$ cat src/rtl/srs_pkg.sv
package srs_pkg;
  localparam int unsigned NUM_LVL = 2;
  localparam int unsigned LVL_LO  = 0;
  localparam int unsigned LVL_HI  = 1;

  typedef logic [NUM_LVL-1:0] lvl_vec_t;

  function automatic int unsigned cnt_width(input int unsigned limit);
    return (limit < 2) ? 1 : $clog2(limit + 1);
  endfunction
endpackage

$ cat src/rtl/srs_sync.sv
module srs_sync #(
  parameter int unsigned WIDTH  = 2,
  parameter int unsigned STAGES = 2
) (
  input  logic             clk_i,
  input  logic             rst_ni,
  input  logic [WIDTH-1:0] d_i,
  output logic [WIDTH-1:0] q_o
);
  logic [WIDTH-1:0] stg_q [STAGES];

  for (genvar s = 0; s < STAGES; s++) begin : g_stg
    always_ff @(posedge clk_i or negedge rst_ni) begin
      if (!rst_ni) stg_q[s] <= '0;  // reads as supply low
      else if (s == 0) stg_q[s] <= d_i;
      else stg_q[s] <= stg_q[(s == 0) ? 0 : s-1];
    end
  end

  assign q_o = stg_q[STAGES-1];
endmodule

$ cat src/rtl/srs_stretch.sv
module srs_stretch #(
  parameter int unsigned STRETCH_CYCLES = 8
) (
  input  logic clk_i,
  input  logic rst_ni,
  input  logic lo_i,
  input  logic hi_i,
  output logic alarm_o,
  output logic drop_o
);
  localparam int unsigned CW = srs_pkg::cnt_width(STRETCH_CYCLES);
  localparam logic [CW-1:0] LAST = CW'(STRETCH_CYCLES - 1);

  logic          alarm_q;
  logic [CW-1:0] cnt_q;

  always_ff @(posedge clk_i or negedge rst_ni) begin
    if (!rst_ni) begin
      alarm_q <= 1'b1;
      cnt_q   <= '0;
    end else if (!lo_i) begin
      alarm_q <= 1'b1;
      cnt_q   <= '0;
    end else if (alarm_q) begin
      if (!hi_i) begin
        cnt_q <= '0;  // back inside the band: restart
      end else if (cnt_q == LAST) begin
        alarm_q <= 1'b0;
        cnt_q   <= '0;
      end else begin
        cnt_q <= cnt_q + 1'b1;
      end
    end
  end

  assign alarm_o = alarm_q;
  assign drop_o  = !lo_i && !alarm_q;
endmodule

$ cat src/rtl/srs_session.sv
module srs_session (
  input  logic clk_i,
  input  logic rst_ni,
  input  logic alarm_i,
  input  logic drop_i,
  input  logic act_req_i,
  output logic active_o,
  output logic deact_o
);
  logic active_q, deact_q;

  always_ff @(posedge clk_i or negedge rst_ni) begin
    if (!rst_ni) begin
      active_q <= 1'b0;
      deact_q  <= 1'b0;
    end else begin
      deact_q <= drop_i && active_q;
      if (drop_i)                     active_q <= 1'b0;
      else if (act_req_i && !alarm_i) active_q <= 1'b1;
    end
  end

  assign active_o = active_q;
  assign deact_o  = deact_q;
endmodule

$ cat src/rtl/supply_reset_stretcher.sv
module supply_reset_stretcher #(
  parameter int unsigned SYNC_STAGES    = 2,
  parameter int unsigned STRETCH_CYCLES = 2_000_000
) (
  input  logic clk_i,
  input  logic rst_ni,
  input  logic lvl_lo_i,
  input  logic lvl_hi_i,
  input  logic act_req_i,
  output logic alarm_o,
  output logic act_inhibit_o,
  output logic active_o,
  output logic deact_req_o
);
  import srs_pkg::*;

  lvl_vec_t lvl_raw, lvl_sync;
  logic     lo_sync, hi_sync, alarm, drop;

  assign lvl_raw[LVL_LO] = lvl_lo_i;
  assign lvl_raw[LVL_HI] = lvl_hi_i;

  srs_sync #(.WIDTH(NUM_LVL), .STAGES(SYNC_STAGES)) u_sync (
    .clk_i (clk_i),
    .rst_ni(rst_ni),
    .d_i   (lvl_raw),
    .q_o   (lvl_sync)
  );

  assign lo_sync = lvl_sync[LVL_LO];
  assign hi_sync = lvl_sync[LVL_HI];

  srs_stretch #(.STRETCH_CYCLES(STRETCH_CYCLES)) u_stretch (
    .clk_i  (clk_i),
    .rst_ni (rst_ni),
    .lo_i   (lo_sync),
    .hi_i   (hi_sync),
    .alarm_o(alarm),
    .drop_o (drop)
  );

  srs_session u_session (
    .clk_i    (clk_i),
    .rst_ni   (rst_ni),
    .alarm_i  (alarm),
    .drop_i   (drop),
    .act_req_i(act_req_i),
    .active_o (active_o),
    .deact_o  (deact_req_o)
  );

  assign alarm_o       = alarm;
  assign act_inhibit_o = alarm;
endmodule

$ cat config.mk
export PLATFORM = sky130hd
export DESIGN_NAME = supply_reset_stretcher
export DESIGN_NICKNAME = d
export VERILOG_FILES = /design/src/rtl/srs_pkg.sv /design/src/rtl/srs_sync.sv /design/src/rtl/srs_stretch.sv /design/src/rtl/srs_session.sv /design/src/rtl/supply_reset_stretcher.sv
export SDC_FILE = /design/constraint.sdc
export NUM_CORES = 1
export LEC_CHECK = 0
export ABC_AREA = 1
export BUFFER_PORTS_ARGS = -buffer_cell sky130_fd_sc_hd__buf_4
export CAP_MARGIN = 0
export CORE_MARGIN = 3
export CORE_UTILIZATION = 55
export DETAILED_ROUTE_END_ITERATION = 10
export HOLD_SLACK_MARGIN = 0.15
export PLACE_DENSITY = 0.73
export REMOVE_ABC_BUFFERS = 1
export SYNTH_ARGS = -nofsm -noshare
export SYNTH_HDL_FRONTEND = slang
export SYNTH_SLANG_ARGS = --single-unit
export TNS_END_PERCENT = 1
$ cat constraint.sdc
create_clock -name clk_i -period 1.8 [get_ports clk_i]
set_input_delay 0.36 -clock clk_i [delete_from_list [all_inputs] [get_ports clk_i]]
set_output_delay 0.36 -clock clk_i [all_outputs]
set_load 0.05 [all_outputs]
== Yosys cells after proc, flatten, opt, wreduce, memory -nomap -nowiden ==
Cells that the tools add are included.
Storage, ports and cells
  word-level logic and storage cells: 25
  ROM bits: 0
  bits in writable memories: 0
  latch bits: 0
  bits in registers: 28
  output and inout port bits: 4
  memories kept: 0
Operators by class
  reduce and logical (&&, ||, !) cells: 6
  add/subtract/negate cells: 1
  div/mod/pow operators: 0
  bitwise gates (word level): 0
  order comparisons: 0
  eq/ne operators: 2
  multiplexer cells: 10
  multiply operators: 0
  shifts and indexed selects: 0
Operators by type and width (number)
  21-bit two-way mux: 4
  21-bit by 1-bit adder with 21-bit output, second input constant: 1
  21-bit == test, second input constant: 1
  1-bit two-way mux: 6
  1-bit logical AND: 3
  1-bit logical NOT: 2
  2-bit by 1-bit inequality test with 1-bit output, second input constant: 1
  2-bit nonzero test: 1

== Logic depth before layout (Yosys ltp) ==
Gate-level depths: netlist (run 1).
  depth in word-level cells: 5
  gate-level depth with buffers: 9
  gate-level depth less buffers: 9

== Modules after synthesis ==
From an unflattened synthesis (run 1), not the netlist that was laid out.
Unflattened totals
  cell total of the unflattened synthesis: 219
  area total of the unflattened synthesis: 1672.9 µm²
By module, submodules not included
  srs_stretch: seq. area each 551.8 µm², area an instance 1472.7 µm², cells each 204, times used 1
  srs_sync: seq. area each 100.1 µm², area an instance 115.1 µm², cells each 6, times used 1
  srs_session: seq. area each 50.0 µm², area an instance 77.6 µm², cells each 8, times used 1
  supply_reset_stretcher: seq. area each 0.0 µm², area an instance 7.5 µm², cells each 1, times used 1

== Worst setup path before layout (run 1) ==
Ideal clock, no wire load.
  path type: reg-to-reg
  start: register u_stretch.alarm_q, in the netlist u_stretch.alarm_o
  end: register u_stretch.cnt_q[9]
  setup slack: 356 ps
  library setup time: 125 ps
  cell stages (with the launch flop): 7
  arrival time: 1319 ps
  path through: dfstp_2 -> nor2_4 -> nor2_2 -> nand2_1 -> nor2_2 -> xnor2_1 -> nor2_1
Between the ends
  word-level cells in the longest chain between the ends: 1
Ends and longest elaborated chain
  from (decl): RTL line srs_stretch.sv:14  | logic alarm_q;
  from (signal assigned): RTL line srs_stretch.sv:19  | alarm_q <= 1'b1;
  from (signal assigned): RTL line srs_stretch.sv:22  | alarm_q <= 1'b1;
  from (signal assigned): RTL line srs_stretch.sv:28  | alarm_q <= 1'b0;
  2-bit by 1-bit inequality test with 1-bit output (no source line)
  to (signal assigned): RTL line srs_stretch.sv:31  | cnt_q <= cnt_q + 1'b1;
  to (decl): RTL line srs_stretch.sv:15  | logic [CW-1:0] cnt_q;
No other way between the ends.
A chain may end at the register's enable or synchronous reset.

== Worst setup path in the final report (run 1) ==
  start: register u_stretch.alarm_q, in the netlist u_stretch.alarm_o
  end: output alarm_o
RTL lines
  to (decl): RTL line supply_reset_stretcher.sv:10  | output logic alarm_o,
No word-level cell between the ends.

==> flow_summary.yaml, run 1 <==
worst_setup_path:
  required_ns: 1.44
  cp_max_fo: 5
  worstSetupStartpointType: "flop"
  r2r-start: "u_stretch.cnt_q[0]"
  worstPathCellList: "buf_4"
  crit_slowest_cell: "dfstp_2"
  crit_path_start: "u_stretch.alarm_o"
  max_stage_delay_ns: 0.62
  rr_worst_depth: 6
  r2r-end: "u_stretch.cnt_q[5]"
  cpLargestDelayFamily: "flip-flops"
  critPathBufInv: 1
  end_kind: "output port"
  critPathKind: "flop to output port"
  worstPathArrival_ns: 1.17
  r2r_slack_ns: 0.29
clock_tree:
  htree_levels: 1
  cts_tree: "built"
  cts-root-buf: "clkbuf_4"
  ctsResizeCount: 0
  clock-sinks: 28
  clk_path_buf_depth: 2
  postCtsSetupRepairBufs: 0
  clock_latency_ns: 0.34
  numCtsBuffers: 3
  path_clk_slew_ns: 0.16
hold_path:
  hold_end: "u_session.active_o"
  hold_depth: 3
  min_from: "act_req_i"
  hold_path.class: "input pin to flop"
timing:
  fin_tns_setup_ns: 0
  hold_viol_final: 0
  finClkSkew_ns: 0.00880
  fin_crit_ns: 1.53
  setup_viol: 0
  grt_setup_unrepaired: "false"
  holdWs_ns: 0.312
  worstMarginPinSlew_ns: 0.452
  slew_viol_final: 0
  fin_crit_sh_pct: 85.1
  max_slew_margin_pct: 69.8
  clock.fmax_mhz: 653
die:
  die_h_um: 60.2
  start_util_pct: 58.0
  rows: 19
  die_x_um: 60.2
  io_pins: 9
  core_um2: 2780
  die-area_um2: 3620
drt:
  drcViolationCount: 0
  wl_mm: 3.17
  post_drt_wl_per_cell_um: 13.2
  via_per_inst: 5.47
  drtIter0Drc: 92
  first_pass_iters: 4
  vias: 1312
  antenna_left: 0
cells_and_area:
  area_growth_pct: 10.5
  num_antenna_cells: 0
  layout.cells.most_common_list: "49 x nand2_1, 27 x dfrtp_1, 22 x nor2_1, 16 x nand3_1, 15 x inv_1"
  final_cells: 240
  drive_above_1_share_pct: 19.1
  fin_util_pct: 64.1
  layout_commonest_cell: "nand2_1"
  final_cell_area_um2: 1780
  nets: 216
  fill_cells: 243
global_routing:
  grt_pass1_wl_mm: 5.60
  antenna_found_initial: 0
  grt_pass1_vias: 1247
  overflow: 0
  grt_max_degree: 29
  grt_util_all_layers_pct: 20.4
logic_synthesis:
  syn_area_per_cell_um2: 8.23
  synth_top_area_cell: "dfrtp_1"
  ys_warn_count: 0
  synth-seq-cells: 28
  yosys-top-cells-area: "dfrtp_1 42%, nand2_1 11%, nor2_1 5.1%"
  synth_area_um2: 1610
  post-synth-top-area-fraction_pct: 41.9
  ys_types: 28
  ys_seq_area_share_pct: 43.5
  synthCells: 196
power:
  ir_drop_v: 0.000479
  leakagePower_nw: 0.812
  p_per_area_nw_per_um2: 622
job:
  drv_cap: 0
placement:
  gp_congestion: 0.873
  dp.cells: 233
  dp_hpwl_mm: 2.42
  placed_area_um2: 1700
  port_buffers: 8
status:
  run_status: "completed"
-- sequential cells by signal, summed over array words and instances, names as in the netlist --
register	count
u_sync.stg_q	2
u_stretch.alarm_o	1
u_session.deact_o	1
u_stretch.cnt_q	21
u_sync.q_o	2
u_session.active_o	1
-- worst register-to-register path, delay by kind of cell, from the launching register on --
kind | cells | cell delay, ns
AND/OR/NAND/NOR | 4 | 0.45
flip-flops | 1 | 0.44
adder cells (fa/ha/maj) | 1 | 0.23
AO/OA/AOI/OAI | 1 | 0.28
-- synthesized netlist by cell type (all sizes together) --
| library cell | count |
|---|---|
| nor3 | 1 |
| buf | 2 |
| a21oi | 9 |
| o21ai | 5 |
| dfstp | 1 |
| xor2 | 5 |
| o21bai | 5 |
| dfrtp | 27 |
| xnor2 | 3 |
| nor4 | 1 |
| nand3b | 1 |
| and3 | 1 |
| ha | 1 |
| inv | 19 |
| nand3 | 19 |
| nand4 | 5 |
| nor2 | 37 |
| nand2 | 53 |
| nor3b | 1 |
-- layout make-up --
| cell class | count | area [µm²] | share of cell area (%) |
|---|---|---|---|
| Clock inverter | 1 | 30.0 | 1.69 |
| Tap cell | 31 | 38.8 | 2.18 |
| Clock buffer | 3 | 22.5 | 1.26 |
| Multi-Input combinational cell | 147 | 827 | 46.4 |
| Timing Repair Buffer | 11 | 90.1 | 5.06 |
| Sequential cell | 28 | 702 | 39.4 |
| Inverter | 19 | 71.3 | 4.00 |
-- how the worst max path moves through the flow --
| stage | slack, ns | cells after the start | end |
|---|---|---|---|
| 5_1_grt | 0.12 | 6 | u_stretch.cnt_q[9] |
| 6_report | 0.27 | 1 | alarm_o |
| 3_3_place_gp | 0.31 | 6 | u_stretch.cnt_q[9] |
| 2_1_floorplan | 0.11 | 6 | u_stretch.cnt_q[9] |
| 3_5_place_dp | 0.30 | 6 | u_stretch.cnt_q[12] |
| 4_1_cts | 0.25 | 1 | alarm_o |
-- where the power goes --
part,switching [W],internal [W]
clock network,0.000199,0.000225
logic,0.0000280,0.0000160
registers,0.00000408,0.000636
-- per-layer routing --
metal  up-vias  global-route usage [%]  share of wire (%)
met1       625                    28.7                 49
met2        24                    32.1                 47
met4         0                    6.96                1.7
met3         7                    2.81                2.5
li1        656                       -                  -
met5         -                       0                  0
-- repair_timing --
item                                    4_1_cts  5_1_grt
hold endpoints to repair                     29        0
hold buffers                                  3        0
endpoints found under the setup margin        0        0
-- per-stage QoR --
stage	total power, W	setup slack (ns)
2_1_floorplan	0.000668	0.112
3_3_place_gp	0.000691	0.309
3_5_place_dp	0.000692	0.298
4_1_cts	0.00112	0.250
5_1_grt	0.00115	0.117
6_report	0.00111	0.268
-- cells by family (layout without fill, tap and decap cells) --
| kind of cell | Yosys count | count (layout) | share of synthesized area, % |
|---|---|---|---|
| AO/OA/AOI/OAI | 19 | 19 | 7.37 |
| XOR/XNOR | 8 | 8 | 4.34 |
| adder cells (fa/ha/maj) | 1 | 1 | 0.776 |
| buffers and inverters | 21 | 34 | 5.20 |
| flip-flops | 28 | 28 | 43.5 |
| AND/OR/NAND/NOR | 119 | 119 | 38.8 |
Power figures use the tool's default switching activity.
==> inputs of run 2 (changes only) <==
- CORE_UTILIZATION: 55 -> 45
- PLACE_DENSITY: 0.73 -> default
- SETUP_SLACK_MARGIN: default -> 0.02
- SKIP_CTS_REPAIR_TIMING: default -> 1
==> flow_summary.yaml, run 2 (synthesized netlist as in run 1, its figures left out) <==
status:
  run_status: "completed"
worst_setup_path:
  end_kind: "flop"
  worstPathArrival_ns: 1.81
  required_ns: 2.04
  critPathKind: "flop to flop"
  r2r-end: "u_stretch.cnt_q[9]"
  worstSetupStartpointType: "flop"
  r2r-start: "u_stretch.cnt_q[0]"
  rr_worst_depth: 6
  r2r_slack_ns: 0.23
  cp_max_fo: 8
drt:
  drcViolationCount: 0
  vias: 1305
  wl_mm: 3.33
  antenna_left: 0
  via_per_inst: 5.12
  first_pass_iters: 4
  post_drt_wl_per_cell_um: 13.1
  drtIter0Drc: 64
cells_and_area:
  layout.cells.most_common_list: "49 x nand2_1, 27 x dfrtp_1, 22 x nor2_1, 16 x nand3_1, 15 x inv_1"
  regMostFlops: "u_stretch.cnt_q"
  regArea_um2: 702
  nets: 216
  area_growth_pct: 10.6
  layout_commonest_cell: "nand2_1"
  drive_above_1_share_pct: 19.1
  num_antenna_cells: 0
  largest_reg_flops: 21
  multiInputGateArea_um2: 827
  fill_cells: 334
placement:
  dp_hpwl_mm: 2.49
  gp_congestion: 0.845
  post-place-ws_ns: 0.251
  port_buffers: 8
clock_tree:
  path_clk_slew_ns: 0.16
  clock-sinks: 28
  htree_levels: 1
  clock_latency_ns: 0.34
  clk_path_buf_depth: 2
  cts-root-buf: "clkbuf_4"
  cts_tree: "built"
  numCtsBuffers: 3
timing:
  setup_viol: 0
  fin_crit_sh_pct: 87.2
  finClkSkew_ns: 0.00245
  grt_setup_unrepaired: "false"
  fin_crit_ns: 1.57
  slew_viol_final: 0
  worstMarginPinSlew_ns: 0.479
  clock.fmax_mhz: 637
  fin_tns_setup_ns: 0
  worst_slack_ns: 0.231
  max_slew_margin_pct: 68.0
  hold_viol_final: 0
power:
  pwr-share-clk_pct: 32.0
  ir_drop_v: 0.000302
  p_sw_share_pct: 23.0
  pwr-share-seq_pct: 63.5
  p_per_area_nw_per_um2: 565
  p_int_w: 0.000776
  leakagePower_nw: 0.805
  pwr-share-comb_pct: 4.4
  p_sw_w: 0.000232
hold_path:
  hold_path.class: "input pin to flop"
  hold_depth: 3
  min_from: "act_req_i"
  hold_end: "u_session.active_o"
global_routing:
  grt_pass1_wl_mm: 5.88
  antenna_found_initial: 0
  grt_max_degree: 29
  grt_util_all_layers_pct: 17.8
  overflow: 0
  grt_pass1_vias: 1325
die:
  die-area_um2: 4340
  start_util_pct: 47.6
  io_pins: 9
  core_um2: 3390
  die_x_um: 65.9
  rows: 21
  die_h_um: 65.9
job:
  drv_cap: 0
-- run 2: cell count changes in the layout (fill, tap and decap cells not counted), sizes merged --
cell,change
clkbuf,+1
bufinv,-1
-- run 2: worst max-delay path: stages (launching register included) --
cell and delay [ns]:
dfrtp_1 0.47, ha_1 0.24, nand2_4 0.10, nor2_4 0.16, nand3_4 0.13, a21oi_4 0.29, nor2_1 0.09
-- run 2: worst max path at each step --
stage | to | startpoint | slack, ns | cells past startpoint
after floorplan | u_stretch.cnt_q[9] | u_stretch.alarm_o | 0.11 | 6
after global placement | u_stretch.cnt_q[9] | u_stretch.cnt_q[0] | 0.29 | 6
after detailed placement | u_stretch.cnt_q[9] | u_stretch.cnt_q[0] | 0.25 | 6
after CTS | u_stretch.cnt_q[9] | u_stretch.cnt_q[0] | 0.23 | 6
after global routing | u_stretch.cnt_q[11] | u_stretch.cnt_q[0] | 0.14 | 6
final | u_stretch.cnt_q[9] | u_stretch.cnt_q[0] | 0.23 | 6
-- run 2: layer usage --
metal / track usage (%) / vias up / wire (µm)
met4: 8.29 / 0 / 73
met3: 2.55 / 6 / 98
met2: 29.5 / 26 / 1560
met1: 22.8 / 621 / 1600
met5: 0 / - / 0
li1: - / 652 / -
-- run 2: stage by stage --
| step | cell area [µm²] | hold WS, ns | total power (W) | utilization (%) | instances |
|---|---|---|---|---|---|
| 3_3_place_gp | 1720 | 0.298 | 0.000692 | 50.7 | 248 |
| 4_1_cts | 1750 | -0.0912 | 0.00102 | 51.8 | 252 |
| 6_report | 1780 | 0.295 | 0.00101 | 52.6 | 255 |
| 2_1_floorplan | 1600 | 0.0644 | 0.000668 | - | 194 |
| 5_1_grt | 1780 | 0.286 | 0.00105 | 52.6 | 255 |
| 3_5_place_dp | 1720 | 0.302 | 0.000693 | 50.7 | 248 |
-- run 2: area by class of cell --
| type | count | share of cell area, % |
|---|---|---|
| clock buffer | 4 | 2.03 |
| inverter | 19 | 4.00 |
| multi-input combinational | 147 | 46.4 |
| sequential | 28 | 39.3 |
| tap | 46 | 3.23 |
| timing repair buffer | 11 | 5.05 |
-- run 2: power by group through the flow --
stage,Combinational (W),Clock [W],Sequential [W]
after global placement,0.0000401,0,0.000652
final,0.0000448,0.000323,0.000641
after detailed placement,0.0000410,0,0.000652
after CTS,0.0000412,0.000335,0.000641
after floorplan,0.0000169,0,0.000651
after global routing,0.0000511,0.000361,0.000642
